### src/rtl/irq_pkg.sv
// Shared constants and types for the interrupt controller.
// Assumes an 8-bit register file and ten sources: three main, seven peripheral.
package irq_pkg;
    localparam int REG_W   = 8;
    localparam int N_MAIN  = 3;
    localparam int N_PERI  = 7;
    localparam int N_SRC   = N_MAIN + N_PERI;
    localparam int GIE_BIT = 7;
    localparam int GRP_BIT = 6;
    localparam int EN_LSB  = N_MAIN;

    // Source indices on the event vector
    localparam int SRC_PIN   = 0;
    localparam int SRC_TMR0  = 1;
    localparam int SRC_PCHG  = 2;
    localparam int SRC_TMR1  = 3;

    typedef enum logic [1:0] {
        SEL_CTRL  = 2'd0,
        SEL_PFLAG = 2'd1,
        SEL_PEN   = 2'd2,
        SEL_NONE  = 2'd3
    } reg_sel_e;
endpackage

### src/rtl/irq_flag_bank.sv
// Flag and enable storage. The main flags and enables plus the group enable
// sit in the low seven bits of the control register. The peripheral flags and
// enables sit in their own registers. An event ORs into its flag after any
// same-cycle write, so a write cannot lose a new event.
// Assumes evt_i bits are single-clock pulses. The global enable bit lives in the sequencer.
module irq_flag_bank
    import irq_pkg::*;
(
    input  logic              clk,
    input  logic              rst_n,
    input  logic [N_SRC-1:0]  evt_i,
    input  logic              wr_en_i,
    input  logic [1:0]        wr_sel_i,
    input  logic [REG_W-2:0]  wr_data_i,
    output logic [N_MAIN-1:0] mflag_o,
    output logic [N_MAIN-1:0] men_o,
    output logic              grp_en_o,
    output logic [N_PERI-1:0] pflag_o,
    output logic [N_PERI-1:0] pen_o
);
    logic [N_MAIN-1:0] mflag_q, men_q, mflag_d, men_d;
    logic              grp_q, grp_d;
    logic [N_PERI-1:0] pflag_q, pen_q, pflag_d, pen_d;
    logic              wr_ctrl, wr_pflag, wr_pen;

    assign wr_ctrl  = wr_en_i && (wr_sel_i == SEL_CTRL);
    assign wr_pflag = wr_en_i && (wr_sel_i == SEL_PFLAG);
    assign wr_pen   = wr_en_i && (wr_sel_i == SEL_PEN);

    // Next-state: write value first, then new events ORed on top
    always_comb begin
        mflag_d = wr_ctrl ? wr_data_i[N_MAIN-1:0] : mflag_q;
        mflag_d = mflag_d | evt_i[N_MAIN-1:0];
        men_d   = wr_ctrl ? wr_data_i[EN_LSB +: N_MAIN] : men_q;
        grp_d   = wr_ctrl ? wr_data_i[GRP_BIT] : grp_q;
        pflag_d = wr_pflag ? wr_data_i[N_PERI-1:0] : pflag_q;
        pflag_d = pflag_d | evt_i[N_SRC-1:N_MAIN];
        pen_d   = wr_pen ? wr_data_i[N_PERI-1:0] : pen_q;
    end

    // Register update with synchronous reset
    always_ff @(posedge clk) begin
        if (!rst_n) begin
            mflag_q <= '0;
            men_q   <= '0;
            grp_q   <= 1'b0;
            pflag_q <= '0;
            pen_q   <= '0;
        end else begin
            mflag_q <= mflag_d;
            men_q   <= men_d;
            grp_q   <= grp_d;
            pflag_q <= pflag_d;
            pen_q   <= pen_d;
        end
    end

    assign mflag_o  = mflag_q;
    assign men_o    = men_q;
    assign grp_en_o = grp_q;
    assign pflag_o  = pflag_q;
    assign pen_o    = pen_q;


    evt_latch_chk: assert property (@(posedge clk) disable iff (!rst_n)
        (|evt_i) |=> ((({pflag_q, mflag_q}) & $past(evt_i)) == $past(evt_i)));


    flag_hold_chk: assert property (@(posedge clk) disable iff (!rst_n)
        (!wr_en_i && evt_i == '0) |=> ($stable(mflag_q) && $stable(pflag_q)));
endmodule

### src/rtl/irq_combiner.sv
// Combines the flags with their enables. The wake output ignores the global
// enable. The request output is the wake condition qualified by it.
// Assumes all inputs come from registers, so both outputs are glitch-free per cycle.
module irq_combiner
    import irq_pkg::*;
(
    input  logic [N_MAIN-1:0] mflag_i,
    input  logic [N_MAIN-1:0] men_i,
    input  logic              grp_en_i,
    input  logic [N_PERI-1:0] pflag_i,
    input  logic [N_PERI-1:0] pen_i,
    input  logic              gie_i,
    output logic              wake_o,
    output logic              req_o
);
    logic [N_MAIN-1:0] main_hit;
    logic [N_PERI-1:0] peri_hit;

    // Per-source qualification, one gate per source
    for (genvar m = 0; m < N_MAIN; m++) begin : g_main
        assign main_hit[m] = mflag_i[m] & men_i[m];
    end
    for (genvar p = 0; p < N_PERI; p++) begin : g_peri
        assign peri_hit[p] = pflag_i[p] & pen_i[p];
    end

    // Reduction to wake and request
    always_comb begin
        wake_o = (|main_hit) | (grp_en_i & (|peri_hit));
        req_o  = wake_o & gie_i;
    end
endmodule

### src/rtl/irq_sequencer.sv
// Per-instruction-cycle acceptance. At each strobe the sequencer samples the
// qualified request, then accepts it at the following strobe unless that cycle
// is a forced no-op. It owns the global enable.
// Assumes ret_i and gdis_i arrive only together with stb_i and never together.
module irq_sequencer (
    input  logic clk,
    input  logic rst_n,
    input  logic stb_i,
    input  logic ret_i,
    input  logic gdis_i,
    input  logic gie_wr_i,
    input  logic gie_wr_d_i,
    input  logic req_i,
    output logic gie_o,
    output logic take_o,
    output logic nop_o
);
    logic gie_q, smp_q, blk_q;

    // Acceptance decision in the strobe cycle
    assign take_o = stb_i & smp_q & ~blk_q;

    // Global enable, sampled request and no-op window
    always_ff @(posedge clk) begin
        if (!rst_n) begin
            gie_q <= 1'b0;
            smp_q <= 1'b0;
            blk_q <= 1'b0;
        end else begin
            if (take_o || (stb_i && gdis_i))
                gie_q <= 1'b0;
            else if (stb_i && ret_i)
                gie_q <= 1'b1;
            else if (gie_wr_i)
                gie_q <= gie_wr_d_i;
            if (stb_i) begin
                blk_q <= gdis_i;
                smp_q <= take_o ? 1'b0 : req_i;
            end
        end
    end

    assign gie_o = gie_q;
    assign nop_o = blk_q;


    take_clr_gie_chk: assert property (@(posedge clk) disable iff (!rst_n)
        take_o |=> !gie_o);


    ret_set_gie_chk: assert property (@(posedge clk) disable iff (!rst_n)
        (stb_i && ret_i && !take_o && !gdis_i) |=> gie_o);


    gdis_window_chk: assert property (@(posedge clk) disable iff (!rst_n)
        (stb_i && gdis_i) |=> (nop_o && !gie_o));
endmodule

### src/rtl/irq_ret_stack.sv
// Circular return-address stack. A push stores the address at the pointer.
// A pop steps the pointer back. The top entry is always presented.
// Assumes DEPTH is a power of two. Overflow wraps and overwrites the oldest entry.
module irq_ret_stack #(
    parameter int PC_W  = 13,
    parameter int DEPTH = 8
) (
    input  logic            clk,
    input  logic            rst_n,
    input  logic            push_i,
    input  logic            pop_i,
    input  logic [PC_W-1:0] pc_i,
    output logic [PC_W-1:0] top_o
);
    localparam int PTR_W = (DEPTH > 1) ? $clog2(DEPTH) : 1;

    logic [PC_W-1:0]  mem_q [DEPTH];
    logic [PTR_W-1:0] ptr_q, top_idx;

    assign top_idx = ptr_q - 1'b1;
    assign top_o   = mem_q[top_idx];

    // Pointer and storage update
    always_ff @(posedge clk) begin
        if (!rst_n) begin
            ptr_q <= '0;
            for (int i = 0; i < DEPTH; i++) mem_q[i] <= '0;
        end else if (push_i) begin
            mem_q[ptr_q] <= pc_i;
            ptr_q        <= ptr_q + 1'b1;
        end else if (pop_i) begin
            ptr_q <= ptr_q - 1'b1;
        end
    end


    push_top_chk: assert property (@(posedge clk) disable iff (!rst_n)
        (push_i && !pop_i) |=> (top_o == $past(pc_i)));
endmodule

### src/rtl/irq_vector_ctrl.sv
// Top of the interrupt controller. It ties the flag bank, the combiner, the
// acceptance sequencer and the return stack together, and drives the core's
// program-counter load with either the fixed vector or a popped return address.
// Assumes the core follows the strobe contract in irq_sequencer.
module irq_vector_ctrl
    import irq_pkg::*;
#(
    parameter int              PC_W      = 13,
    parameter int              STK_DEPTH = 8,
    parameter logic [PC_W-1:0] VEC_ADDR  = 13'h0004
) (
    input  logic             clk,
    input  logic             rst_n,
    input  logic [N_SRC-1:0] evt_i,
    input  logic             wr_en_i,
    input  logic [1:0]       wr_sel_i,
    input  logic [REG_W-1:0] wr_data_i,
    input  logic             cyc_stb_i,
    input  logic             ret_i,
    input  logic             gdis_i,
    input  logic [PC_W-1:0]  pc_i,
    output logic [REG_W-1:0] ctrl_q_o,
    output logic [REG_W-1:0] pflag_q_o,
    output logic [REG_W-1:0] pen_q_o,
    output logic             wake_o,
    output logic             irq_req_o,
    output logic             take_o,
    output logic             pc_load_o,
    output logic [PC_W-1:0]  pc_target_o,
    output logic             force_nop_o
);
    localparam int PAD_W = REG_W - N_PERI;

    logic [N_MAIN-1:0] mflag, men;
    logic [N_PERI-1:0] pflag, pen;
    logic              grp_en, gie, take, do_ret, gie_wr;
    logic [PC_W-1:0]   stk_top;

    assign gie_wr = wr_en_i && (wr_sel_i == SEL_CTRL);
    assign do_ret = cyc_stb_i & ret_i & ~take;

    irq_flag_bank u_bank (
        .clk       (clk),
        .rst_n     (rst_n),
        .evt_i     (evt_i),
        .wr_en_i   (wr_en_i),
        .wr_sel_i  (wr_sel_i),
        .wr_data_i (wr_data_i[REG_W-2:0]),
        .mflag_o   (mflag),
        .men_o     (men),
        .grp_en_o  (grp_en),
        .pflag_o   (pflag),
        .pen_o     (pen)
    );

    irq_combiner u_comb (
        .mflag_i  (mflag),
        .men_i    (men),
        .grp_en_i (grp_en),
        .pflag_i  (pflag),
        .pen_i    (pen),
        .gie_i    (gie),
        .wake_o   (wake_o),
        .req_o    (irq_req_o)
    );

    irq_sequencer u_seq (
        .clk        (clk),
        .rst_n      (rst_n),
        .stb_i      (cyc_stb_i),
        .ret_i      (ret_i),
        .gdis_i     (gdis_i),
        .gie_wr_i   (gie_wr),
        .gie_wr_d_i (wr_data_i[GIE_BIT]),
        .req_i      (irq_req_o),
        .gie_o      (gie),
        .take_o     (take),
        .nop_o      (force_nop_o)
    );

    irq_ret_stack #(.PC_W(PC_W), .DEPTH(STK_DEPTH)) u_stack (
        .clk    (clk),
        .rst_n  (rst_n),
        .push_i (take),
        .pop_i  (do_ret),
        .pc_i   (pc_i),
        .top_o  (stk_top)
    );

    // Program-counter load selection and register readback
    always_comb begin
        take_o      = take;
        pc_load_o   = take | do_ret;
        pc_target_o = take ? VEC_ADDR : stk_top;
        ctrl_q_o    = {gie, grp_en, men, mflag};
        pflag_q_o   = {{PAD_W{1'b0}}, pflag};
        pen_q_o     = {{PAD_W{1'b0}}, pen};
    end


    take_keeps_flag_chk: assert property (@(posedge clk) disable iff (!rst_n)
        (take && !wr_en_i) |=> ((ctrl_q_o[N_MAIN-1:0] & $past(ctrl_q_o[N_MAIN-1:0]))
                                 == $past(ctrl_q_o[N_MAIN-1:0])));
endmodule

### config.mk
export PLATFORM = sky130hd
export DESIGN_NAME = irq_vector_ctrl
export DESIGN_NICKNAME = d
export VERILOG_FILES = /design/src/rtl/irq_pkg.sv /design/src/rtl/irq_flag_bank.sv /design/src/rtl/irq_combiner.sv /design/src/rtl/irq_sequencer.sv /design/src/rtl/irq_ret_stack.sv /design/src/rtl/irq_vector_ctrl.sv
export SDC_FILE = /design/constraint.sdc
export NUM_CORES = 1
export LEC_CHECK = 0
export ABC_CLOCK_PERIOD_IN_PS = 2000
export BUFFER_PORTS_ARGS = -buffer_cell sky130_fd_sc_hd__buf_2
export CAP_MARGIN = 15
export CELL_PAD_IN_SITES_DETAIL_PLACEMENT = 1
export CELL_PAD_IN_SITES_GLOBAL_PLACEMENT = 1
export CORE_ASPECT_RATIO = 1.2
export CORE_MARGIN = 2
export CORE_UTILIZATION = 42
export DETAILED_ROUTE_END_ITERATION = 12
export HOLD_SLACK_MARGIN = 0.15
export PLACE_DENSITY = 0.82
export SLEW_MARGIN = 20
export SYNTH_ARGS = -nofsm -noshare
export SYNTH_HDL_FRONTEND = slang
export SYNTH_HIERARCHICAL = 1
export SYNTH_SLANG_ARGS = --single-unit
export TNS_END_PERCENT = 5
### constraint.sdc
create_clock -name clk -period 2 [get_ports clk]
set_input_delay 0.1 -clock clk [delete_from_list [all_inputs] [get_ports clk]]
set_output_delay 0.1 -clock clk [all_outputs]
set_load 0.03 [all_outputs]
==> results.ini, run 1 <==
[setup_path]
crit_slowest_cell = ha_4
cp_num_buf_inv = 4
crit_fanout = 6
max_stage_delay_ns = 0.39
cp-start-kind = flop
critPathTopFamily = simple AND/OR/NAND/NOR gates
regToRegStartpoint = u_stack/ptr_q[0]$_SDFFE_PN0P_
crit_arrival_ns = 2.55
path_depth = 9
endpoint = pc_target_o[8]
path_cells = inv_2 -> ha_4 -> buf_12 -> buf_16 -> mux2i_1 -> nand3_1 -> and4_1 -> nor2b_2 -> buf_6
criticalPathCategory = flop to output port
r2r_end = u_stack/mem_q[5][6]$_SDFFCE_PN0P_
r2r_slack_ns = -0.23
end_kind = output port
startpoint = u_stack/ptr_q[1]$_SDFFE_PN0P_
cp.required_ns = 1.90
r2r_cells = 7

[floorplan]
io_pins = 81
num_rows = 49
floorplan.initialDensity = 0.428
die_y_um = 139
coreArea_um2 = 14900
die_area_um2 = 16200
die_w_um = 116

[layout]
final_common_cell = and2_1
final_cell_mix = 106 x and2_1, 104 x edfxtp_1, 65 x buf_2
n_fill_cell = 1468
area_growth_pct = 38.2
drive_above_1_share = 0.317
num_antenna_cells = 0
nets = 728

[clocking]
cts_tree = built
htreeDepth = 4
cts.sinks = 131
clockRootBuffer = clkbuf_16
cts_max_path_buffers = 2
clock_latency_ns = 0.41
clk_pin_slew_ns = 0.06
cts_buffers = 17

[sta]
hold_viol = 0
fin_crit_sh = 1.32
timing.fmax_mhz = 378
slew_viol_final = 0
fin_ws_ns = -0.648
finalSetupViolations = 120
rsz0062_at_grt = yes
hold_slack_ns = 0.267
max_slew_margin = 0.501
fin_crit_ns = 2.65
tightest_slew_ns = 0.748
clock_skew_ns = 0.00805

[routing]
post_drt_wl_per_cell_um = 28.5
dr.pass1.iters = 5
viasPerCell = 5.93
routed_wl_mm = 25.7
drt_iter0_drc = 432
postRouteAntennaNets = 0
drcViolationCount = 0
via_count = 5358

[pwr]
peakVddDrop_mv = 0.818
power_uw = 8260
leakagePower_uw = 0.00353
power_density_nw_per_um2 = 938

[run_status]
failed_checks = setup timing
status = finished with violations

[global_route]
grt_start_max_net_pins = 30
grt_first_pass_wirelength_mm = 35.6
track_usage = 0.304
grt_pass1_vias = 5721
grt_antenna_before_repair = 0
grt_remaining_overflow = 0

[min_path]
hold_path.startpoint = rst_n
hp-class = input pin to flop

[logic_synthesis]
synth_warnings = 6
syn_inst = 521
seq_area_frac_synth = 0.575
netlist_area_um2 = 6370
synth.distinct_cells = 50
synth-seq-cells = 131
syn_avg_cell_area_um2 = 12.2

[placement]
gp_congestion = 0.820
numPortBuffers = 78
dp_hpwl_mm = 12.1

[job]
drv_cap = 0

## cell usage after synthesis (all sizes together)
cell / instances / area, µm²
xor2: 1 / 27.5
a21o: 1 / 7.51
o21ai: 6 / 30.0
ha: 2 / 25.0
buf: 31 / 220
nand3: 54 / 280
a21oi: 8 / 40.0
edfxtp: 104 / 3120
xnor2: 2 / 25.0
and3b: 3 / 27.5
nor2b: 24 / 158
mux2i: 63 / 631
a222oi: 1 / 10.0
nor3: 3 / 25.0
dfxtp: 27 / 541
or2: 1 / 6.26
a22oi: 2 / 15.0
nand2b: 5 / 31.3
o31a: 1 / 10.0
and4: 13 / 114
inv: 5 / 18.8
clkbuf: 4 / 15.0
nand2: 15 / 56.3
o311a: 3 / 33.8
and2b: 2 / 15.0
a22o: 1 / 8.76
and2: 108 / 678
nor3b: 3 / 27.5
a21boi: 8 / 60.1
or3: 1 / 6.26
nor2: 10 / 37.5
nand3b: 4 / 33.8
a31oi: 1 / 6.26
a221oi: 2 / 17.5
conb: 1 / 3.75
o22ai: 1 / 6.26
## state kept, by name (all words and copies together), names as in the netlist
register and count:
u_seq/smp_q 1, u_bank/men_o 3, u_stack/ptr_q 3, u_bank/pflag_o 7
u_seq/gie_o 1, u_bank/mflag_o 3, u_bank/pen_o 7, u_stack/mem_q 104
u_seq/nop_o 1, u_bank/grp_en_o 1
## where the power goes
part	switching, µW	internal [µW]	total (µW)	leakage, µW
Clock	1210	1900	3110	0.000276
Combinational	1080	957	2030	0.00195
Sequential	78.2	3040	3110	0.00130
## cell families (layout without fill, tap and decap cells)
kind of cell,after synthesis,count (layout),share of synthesized area
multiplexers,63,63,0.0990
XOR/XNOR,3,3,0.00825
flip-flops,131,131,0.575
AO/OA/AOI/OAI,35,35,0.0385
other,1,2,0.000589
AND/OR/NAND/NOR,246,246,0.235
buffers and inverters,40,218,0.0399
adder cells (fa/ha/maj),2,2,0.00393
## per-layer routing
layer | share of wire | GRT usage | vias to the layer above
met2 | 0.53 | 0.534 | 352
met5 | 0 | 0 | -
met4 | 0.056 | 0.156 | 0
li1 | - | - | 2198
met3 | 0.060 | 0.0455 | 108
met1 | 0.36 | 0.354 | 2700
## metrics by stage
step           TNS (ns)  cell area [µm²]   util  instances  worst slack (ns)
2_1_floorplan     -6.54             6410      -        522           -0.0833
3_3_place_gp   -0.00174             7240  0.486        815          -0.00174
3_5_place_dp     -0.451             7240  0.486        815           -0.0607
4_1_cts           -4.27             8610  0.578        902            -0.351
5_1_grt          -18.37             8800  0.591        904            -0.637
6_report         -17.01             8800  0.591        904            -0.648
## how the worst min path moves through the flow
stage	slack, ns	cells after the start	endpoint
2_1_floorplan	0.22	2	u_seq/gie_o$_SDFFE_PP0P_
3_3_place_gp	0.37	2	u_bank/mflag_o[1]$_SDFF_PN0_
3_5_place_dp	0.38	2	u_bank/mflag_o[1]$_SDFF_PN0_
4_1_cts	0.28	5	u_bank/men_o[2]$_SDFFE_PN0P_
5_1_grt	0.22	2	u_stack/mem_q[4][10]$_SDFFCE_PN0P_
6_report	0.27	2	u_stack/mem_q[4][10]$_SDFFCE_PN0P_
## worst register-to-register path: cells and delay by family (launching register included)
| family | cells | cell delay [ns] |
|---|---|---|
| simple gates | 1 | 0.20 |
| flops | 1 | 0.34 |
| compound gates | 1 | 0.31 |
| buf+inv | 5 | 1.09 |
## final cells by class
| cell class | count | area (µm²) | share of cell area |
|---|---|---|---|
| inverter | 5 | 18.8 | 0.00213 |
| clock inverter | 6 | 80.1 | 0.00910 |
| tap | 204 | 255 | 0.0290 |
| sequential | 131 | 3670 | 0.416 |
| clock buffer | 26 | 479 | 0.0544 |
| timing repair buffer | 181 | 1600 | 0.181 |
| multi-input combinational | 351 | 2710 | 0.307 |
## timing repair
item | 4_1_cts | 5_1_grt
buffers inserted | 6 | 2
pin swaps | 16 | 17
gates cloned | 5 | 1
endpoints found under the hold margin | 126 | 0
resized for setup | 48 | 34
hold buffers | 44 | 0
endpoints found under the setup margin | 65 | 96
(Power assumes the default switching activity.)
==> inputs of run 2 (changes only) <==
--- a/config.mk
+++ b/config.mk
@@ -5,17 +5,17 @@
 export SDC_FILE = /design/constraint.sdc
 export NUM_CORES = 1
 export LEC_CHECK = 0
-export ABC_CLOCK_PERIOD_IN_PS = 2000
+export ABC_CLOCK_PERIOD_IN_PS = 2800
 export BUFFER_PORTS_ARGS = -buffer_cell sky130_fd_sc_hd__buf_2
 export CAP_MARGIN = 15
 export CELL_PAD_IN_SITES_DETAIL_PLACEMENT = 1
 export CELL_PAD_IN_SITES_GLOBAL_PLACEMENT = 1
 export CORE_ASPECT_RATIO = 1.2
 export CORE_MARGIN = 2
-export CORE_UTILIZATION = 42
+export CORE_UTILIZATION = 47
 export DETAILED_ROUTE_END_ITERATION = 12
 export HOLD_SLACK_MARGIN = 0.15
-export PLACE_DENSITY = 0.82
+export PLACE_DENSITY = 0.86
 export SLEW_MARGIN = 20
 export SYNTH_ARGS = -nofsm -noshare
 export SYNTH_HDL_FRONTEND = slang
==> constraint.sdc (replaced) <==
create_clock -name clk -period 2.8 [get_ports clk]
set_input_delay 0.14 -clock clk [delete_from_list [all_inputs] [get_ports clk]]
set_output_delay 0.14 -clock clk [all_outputs]
set_load 0.03 [all_outputs]
==> run 2 against run 1 <==
Highest routed layer unchanged. Clock skew grew 0.0043 ns. Largest cell class unchanged. Critical path type unchanged. Setup slack improved by 0.73 ns. The run now ends clean. Cell area decreased by 9.6%. Register-to-register slack improved by 0.59 ns. Power shrank 34%. First-iteration DRC count is 27% lower. Critical endpoint is now pc_target_o[9].
==> results.ini, run 2 (synthesis gave the netlist of run 1 again) <==
[layout]
largest_register_ff_count = 104
regMostFlops = u_stack/mem_q
n_fill_cell = 1386
num_antenna_cells = 0
nets = 691
drive_above_1_share = 0.226
stdcell_count = 831
final_common_cell = and2_1
area_growth_pct = 24.9
postLayoutCoreUtil = 0.601
final_cell_mix = 106 x and2_1, 104 x edfxtp_1, 78 x buf_2

[global_route]
grt_remaining_overflow = 0
grt_start_max_net_pins = 34
grt_first_pass_wirelength_mm = 30.1
track_usage = 0.285
grt_antenna_before_repair = 0
grt_pass1_vias = 5299

[pwr]
peakVddDrop_mv = 0.535
power_density_nw_per_um2 = 680
leakagePower_uw = 0.00321

[routing]
routed_wl_mm = 19.9
dr.pass1.iters = 6
via_count = 4775
viasPerCell = 5.75
post_drt_wl_per_cell_um = 23.9
postRouteAntennaNets = 0
drcViolationCount = 0
drt_iter0_drc = 317

[sta]
max_slew_margin = 0.328
hold_slack_ns = 0.286
clock_skew_ns = 0.0123
fin_crit_ns = 2.72
timing.fmax_mhz = 368
fin_ws_ns = 0.0819
finalSetupViolations = 0
rsz0062_at_grt = no
slew_viol_final = 0
tightest_slew_ns = 1.00
hold_viol = 0
fin_crit_sh = 0.971
tns_ns = 0

[clocking]
cts_buffers = 17
htreeDepth = 4
clock_latency_ns = 0.43
post_cts_buffers = 0
clockRootBuffer = clkbuf_16
cts_max_path_buffers = 2
clk_pin_slew_ns = 0.06
cts_tree = built
cts.sinks = 131

[setup_path]
crit_arrival_ns = 2.58
r2r_slack_ns = 0.36
regToRegStartpoint = u_seq/smp_q$_SDFFE_PN0P_
r2r_end = u_stack/mem_q[7][3]$_SDFFCE_PN0P_
cp.required_ns = 2.66
end_kind = output port
crit_fanout = 18
r2r_cells = 5
criticalPathCategory = flop to output port
cp-start-kind = flop

[job]
drv_cap = 0

[placement]
gp_congestion = 0.839
dp_hpwl_mm = 12.0
place_ws_ns = 0.510
dpl.cell_count = 757
numPortBuffers = 78

[floorplan]
die_w_um = 110
coreArea_um2 = 13200
floorplan.initialDensity = 0.481
io_pins = 81
die_area_um2 = 14500
num_rows = 46
die_y_um = 132

[run_status]
status = complete, no violations

[min_path]
hold_path.startpoint = wr_sel_i[0]
hold_end = u_bank/grp_en_o$_SDFFE_PN0P_
hold_depth = 4
hp-class = input pin to flop

run 2: cell count changes in the layout (fill, tap and decap cells not counted), sizes merged:
| cell | previous run | this run |
|---|---|---|
| inv | 5 | 6 |
| buf | 136 | 102 |
| clkbuf | 27 | 26 |
| bufinv | 2 | 0 |
| dlygate4sd3 | 44 | 42 |
| clkinvlp | 0 | 1 |
run 2: worst max-delay path by stage:
stage,startpoint,end,slack [ns],depth (start not counted)
2_1_floorplan,u_seq/nop_o$_SDFFE_PN0P_,u_stack/mem_q[1][0]$_SDFFCE_PN0P_,0.38,4
3_3_place_gp,u_stack/ptr_q[1]$_SDFFE_PN0P_,pc_target_o[10],0.62,8
3_5_place_dp,u_seq/smp_q$_SDFFE_PN0P_,u_stack/mem_q[7][3]$_SDFFCE_PN0P_,0.51,5
4_1_cts,u_stack/ptr_q[1]$_SDFFE_PN0P_,pc_target_o[10],0.06,8
5_1_grt,u_stack/ptr_q[1]$_SDFFE_PN0P_,pc_target_o[9],0.01,8
6_report,u_stack/ptr_q[1]$_SDFFE_PN0P_,pc_target_o[9],0.08,8
run 2: report_power, final:
group	switching, µW	total [µW]	internal, µW
combinational	602	961	359
clock	856	2240	1380
sequential	45.4	2210	2170
total	1500	5410	3910
run 2: what timing repair did:
item,4_1_cts,5_1_grt
hold endpoints to repair,119,0
endpoints found under the setup margin,1,4
resized for setup,1,3
pin swaps,0,0
hold buffers,42,0
run 2: final cells by class:
cell class | instances | area [µm²] | area share
flip-flops and latches | 131 | 3660 | 0.460
multi-input cells | 351 | 2460 | 0.310
repair buffers | 144 | 1000 | 0.126
clock buffers | 26 | 563 | 0.0708
well taps | 168 | 210 | 0.0264
clock inverters | 6 | 36.3 | 0.00456
inverters | 5 | 18.8 | 0.00236
run 2: critical path: stages (launching register included):
cell and delay, ns:
dfxtp_1 0.44, inv_1 0.09, ha_2 0.25, xor2_4 0.30
buf_4 0.32, nand3_1 0.14, and4_1 0.28, nor2b_1 0.14
buf_2 0.19
run 2: layer usage:
layer / vias to the layer above / GRT usage / wire length (µm)
li1: 2120 / - / -
met5: - / 0 / 0
met1: 2419 / 0.326 / 7480
met3: 53 / 0.0575 / 1050
met4: 0 / 0.126 / 611
met2: 183 / 0.501 / 10700
run 2: metrics by stage:
step           power (µW)  instance area [µm²]
2_1_floorplan        2860                 6370
3_3_place_gp         3100                 6920
3_5_place_dp         3130                 6920
4_1_cts              5400                 7950
5_1_grt              5560                 7960
6_report             5410                 7960
==> inputs of run 3 (changes only) <==
--- a/config.mk
+++ b/config.mk
@@ -14,8 +14,10 @@
 export CORE_MARGIN = 2
 export CORE_UTILIZATION = 47
 export DETAILED_ROUTE_END_ITERATION = 12
+export GPL_ROUTABILITY_DRIVEN = 0
 export HOLD_SLACK_MARGIN = 0.15
 export PLACE_DENSITY = 0.86
+export SETUP_SLACK_MARGIN = 0.15
 export SLEW_MARGIN = 20
 export SYNTH_ARGS = -nofsm -noshare
 export SYNTH_HDL_FRONTEND = slang
==> run 3 against run 2 <==
Core utilization rose by 0.57 points. Sequential power barely moved. Cell count rose by 0.12%. Largest power group unchanged. Routed wire length rose by 3.0%. Combinational power rose by 5%. Setup slack improved by 0.15 ns. Global-route usage rose by 0.90 points. Worst hold slack improved by 0.0056 ns.
==> results.ini, run 3 (synthesis gave the netlist of run 1 again) <==
[sta]
clock_skew_ns = 0.0103
slew_viol_final = 0
tns_ns = 0
fin_crit_ns = 2.57
rsz0062_at_grt = no
hold_viol = 0
fin_crit_sh = 0.917
hold_slack_ns = 0.292
max_slew_margin = 0.321
timing.fmax_mhz = 389
finalSetupViolations = 0
tightest_slew_ns = 1.01

[global_route]
grt_remaining_overflow = 0
grt_first_pass_wirelength_mm = 30.8
track_usage = 0.294
grt_antenna_before_repair = 0
grt_start_max_net_pins = 34
grt_pass1_vias = 5262

[setup_path]
path_depth = 8
cp.required_ns = 2.66
criticalPathCategory = flop to output port
r2r_cells = 5
crit_arrival_ns = 2.43
cp_num_buf_inv = 3
crit_fanout = 18
critPathTopFamily = simple AND/OR/NAND/NOR gates
end_kind = output port
path_cells = inv_1 -> ha_4 -> xor2_4 -> buf_6 -> nand3_1 -> and4_1 -> nor2b_1 -> buf_2
max_stage_delay_ns = 0.39
crit_slowest_cell = dfxtp_2
cp-start-kind = flop

[clocking]
clk_pin_slew_ns = 0.06
clock_latency_ns = 0.42
cts_buffers = 17
cts_tree = built
cts_max_path_buffers = 2
clockRootBuffer = clkbuf_16
htreeDepth = 4
cts.sinks = 131

[routing]
postRouteAntennaNets = 0
viasPerCell = 5.81
routed_wl_mm = 20.5
drt_iter0_drc = 365
via_count = 4836
drcViolationCount = 0
post_drt_wl_per_cell_um = 24.6
dr.pass1.iters = 5

[floorplan]
die_w_um = 110
coreArea_um2 = 13200
num_rows = 46
floorplan.initialDensity = 0.481
io_pins = 81
die_y_um = 132
die_area_um2 = 14500

[layout]
final_common_cell = and2_1
area_growth_pct = 26.1
final_cell_mix = 106 x and2_1, 104 x edfxtp_1, 78 x buf_2
num_antenna_cells = 0
largest_register_ff_count = 104
regMostFlops = u_stack/mem_q
nets = 692
n_fill_cell = 1379
drive_above_1_share = 0.232
stdcell_count = 832
postLayoutCoreUtil = 0.607

[placement]
dp_hpwl_mm = 12.0
dpl.cell_count = 757
numPortBuffers = 78

[min_path]
hp-class = input pin to flop
hold_depth = 4

[pwr]
power_density_nw_per_um2 = 679
peakVddDrop_mv = 0.555
leakagePower_uw = 0.00324

[job]
drv_cap = 0

[run_status]
status = complete, no violations

-- run 3: per-stage QoR --
step	setup slack, ns	power [µW]	area [µm²]
after global routing	0.181	5610	8030
final	0.232	5450	8030
after global placement	0.615	3100	6920
after floorplan	0.380	2860	6370
after detailed placement	0.510	3130	6920
after CTS	0.128	5400	7960
-- run 3: area by class of cell --
| class | count | area [µm²] | share of cell area |
|---|---|---|---|
| Inverter | 5 | 18.8 | 0.00234 |
| Multi-Input combinational cell | 351 | 2490 | 0.310 |
| Tap cell | 168 | 210 | 0.0262 |
| Clock buffer | 26 | 563 | 0.0701 |
| Timing Repair Buffer | 145 | 1050 | 0.131 |
| Clock inverter | 6 | 36.3 | 0.00452 |
| Sequential cell | 131 | 3670 | 0.456 |
-- run 3: worst paths after layout --
| kind | start | endpoint | slack, ns |
|---|---|---|---|
| worst max-delay path | u_stack/ptr_q[1]$_SDFFE_PN0P_ | pc_target_o[9] | 0.23 |
| worst min-delay path | wr_sel_i[0] | u_bank/grp_en_o$_SDFFE_PN0P_ | 0.29 |
| worst max register to register | u_seq/smp_q$_SDFFE_PN0P_ | u_stack/mem_q[7][11]$_SDFFCE_PN0P_ | 0.31 |
| worst min register to register | u_bank/pflag_o[5]$_SDFF_PN0_ | u_bank/pflag_o[5]$_SDFF_PN0_ | 0.49 |
-- run 3: where the power goes --
| group | switching [µW] | total (µW) | internal (µW) |
|---|---|---|---|
| logic | 620 | 1010 | 391 |
| clock network | 843 | 2230 | 1380 |
| registers | 47.5 | 2220 | 2170 |
| total | 1510 | 5450 | 3940 |
-- run 3: worst reg2reg max path, cell delays in order (launching register included) --
cell     delay [ns]
dfxtp_1        0.33
nor2b_4        0.15
and2_4         0.36
nand3_2        0.29
o21ai_1        0.76
buf_4          0.29
-- run 3: metal layers --
| layer | GRT usage | routed length, µm | share of wire |
|---|---|---|---|
| met2 | 0.518 | 11100 | 0.54 |
| met4 | 0.124 | 634 | 0.031 |
| met5 | 0 | 0 | 0 |
| met1 | 0.341 | 7670 | 0.37 |
| met3 | 0.0556 | 1060 | 0.052 |
-- run 3: what timing repair did --
item | 4_1_cts | 5_1_grt
hold buffers | 42 | 0
cloned | 0 | 1
endpoints found under the setup margin | 12 | 13
setup buffers | 0 | 0
hold endpoints to repair | 119 | 0
gates resized for setup | 4 | 11
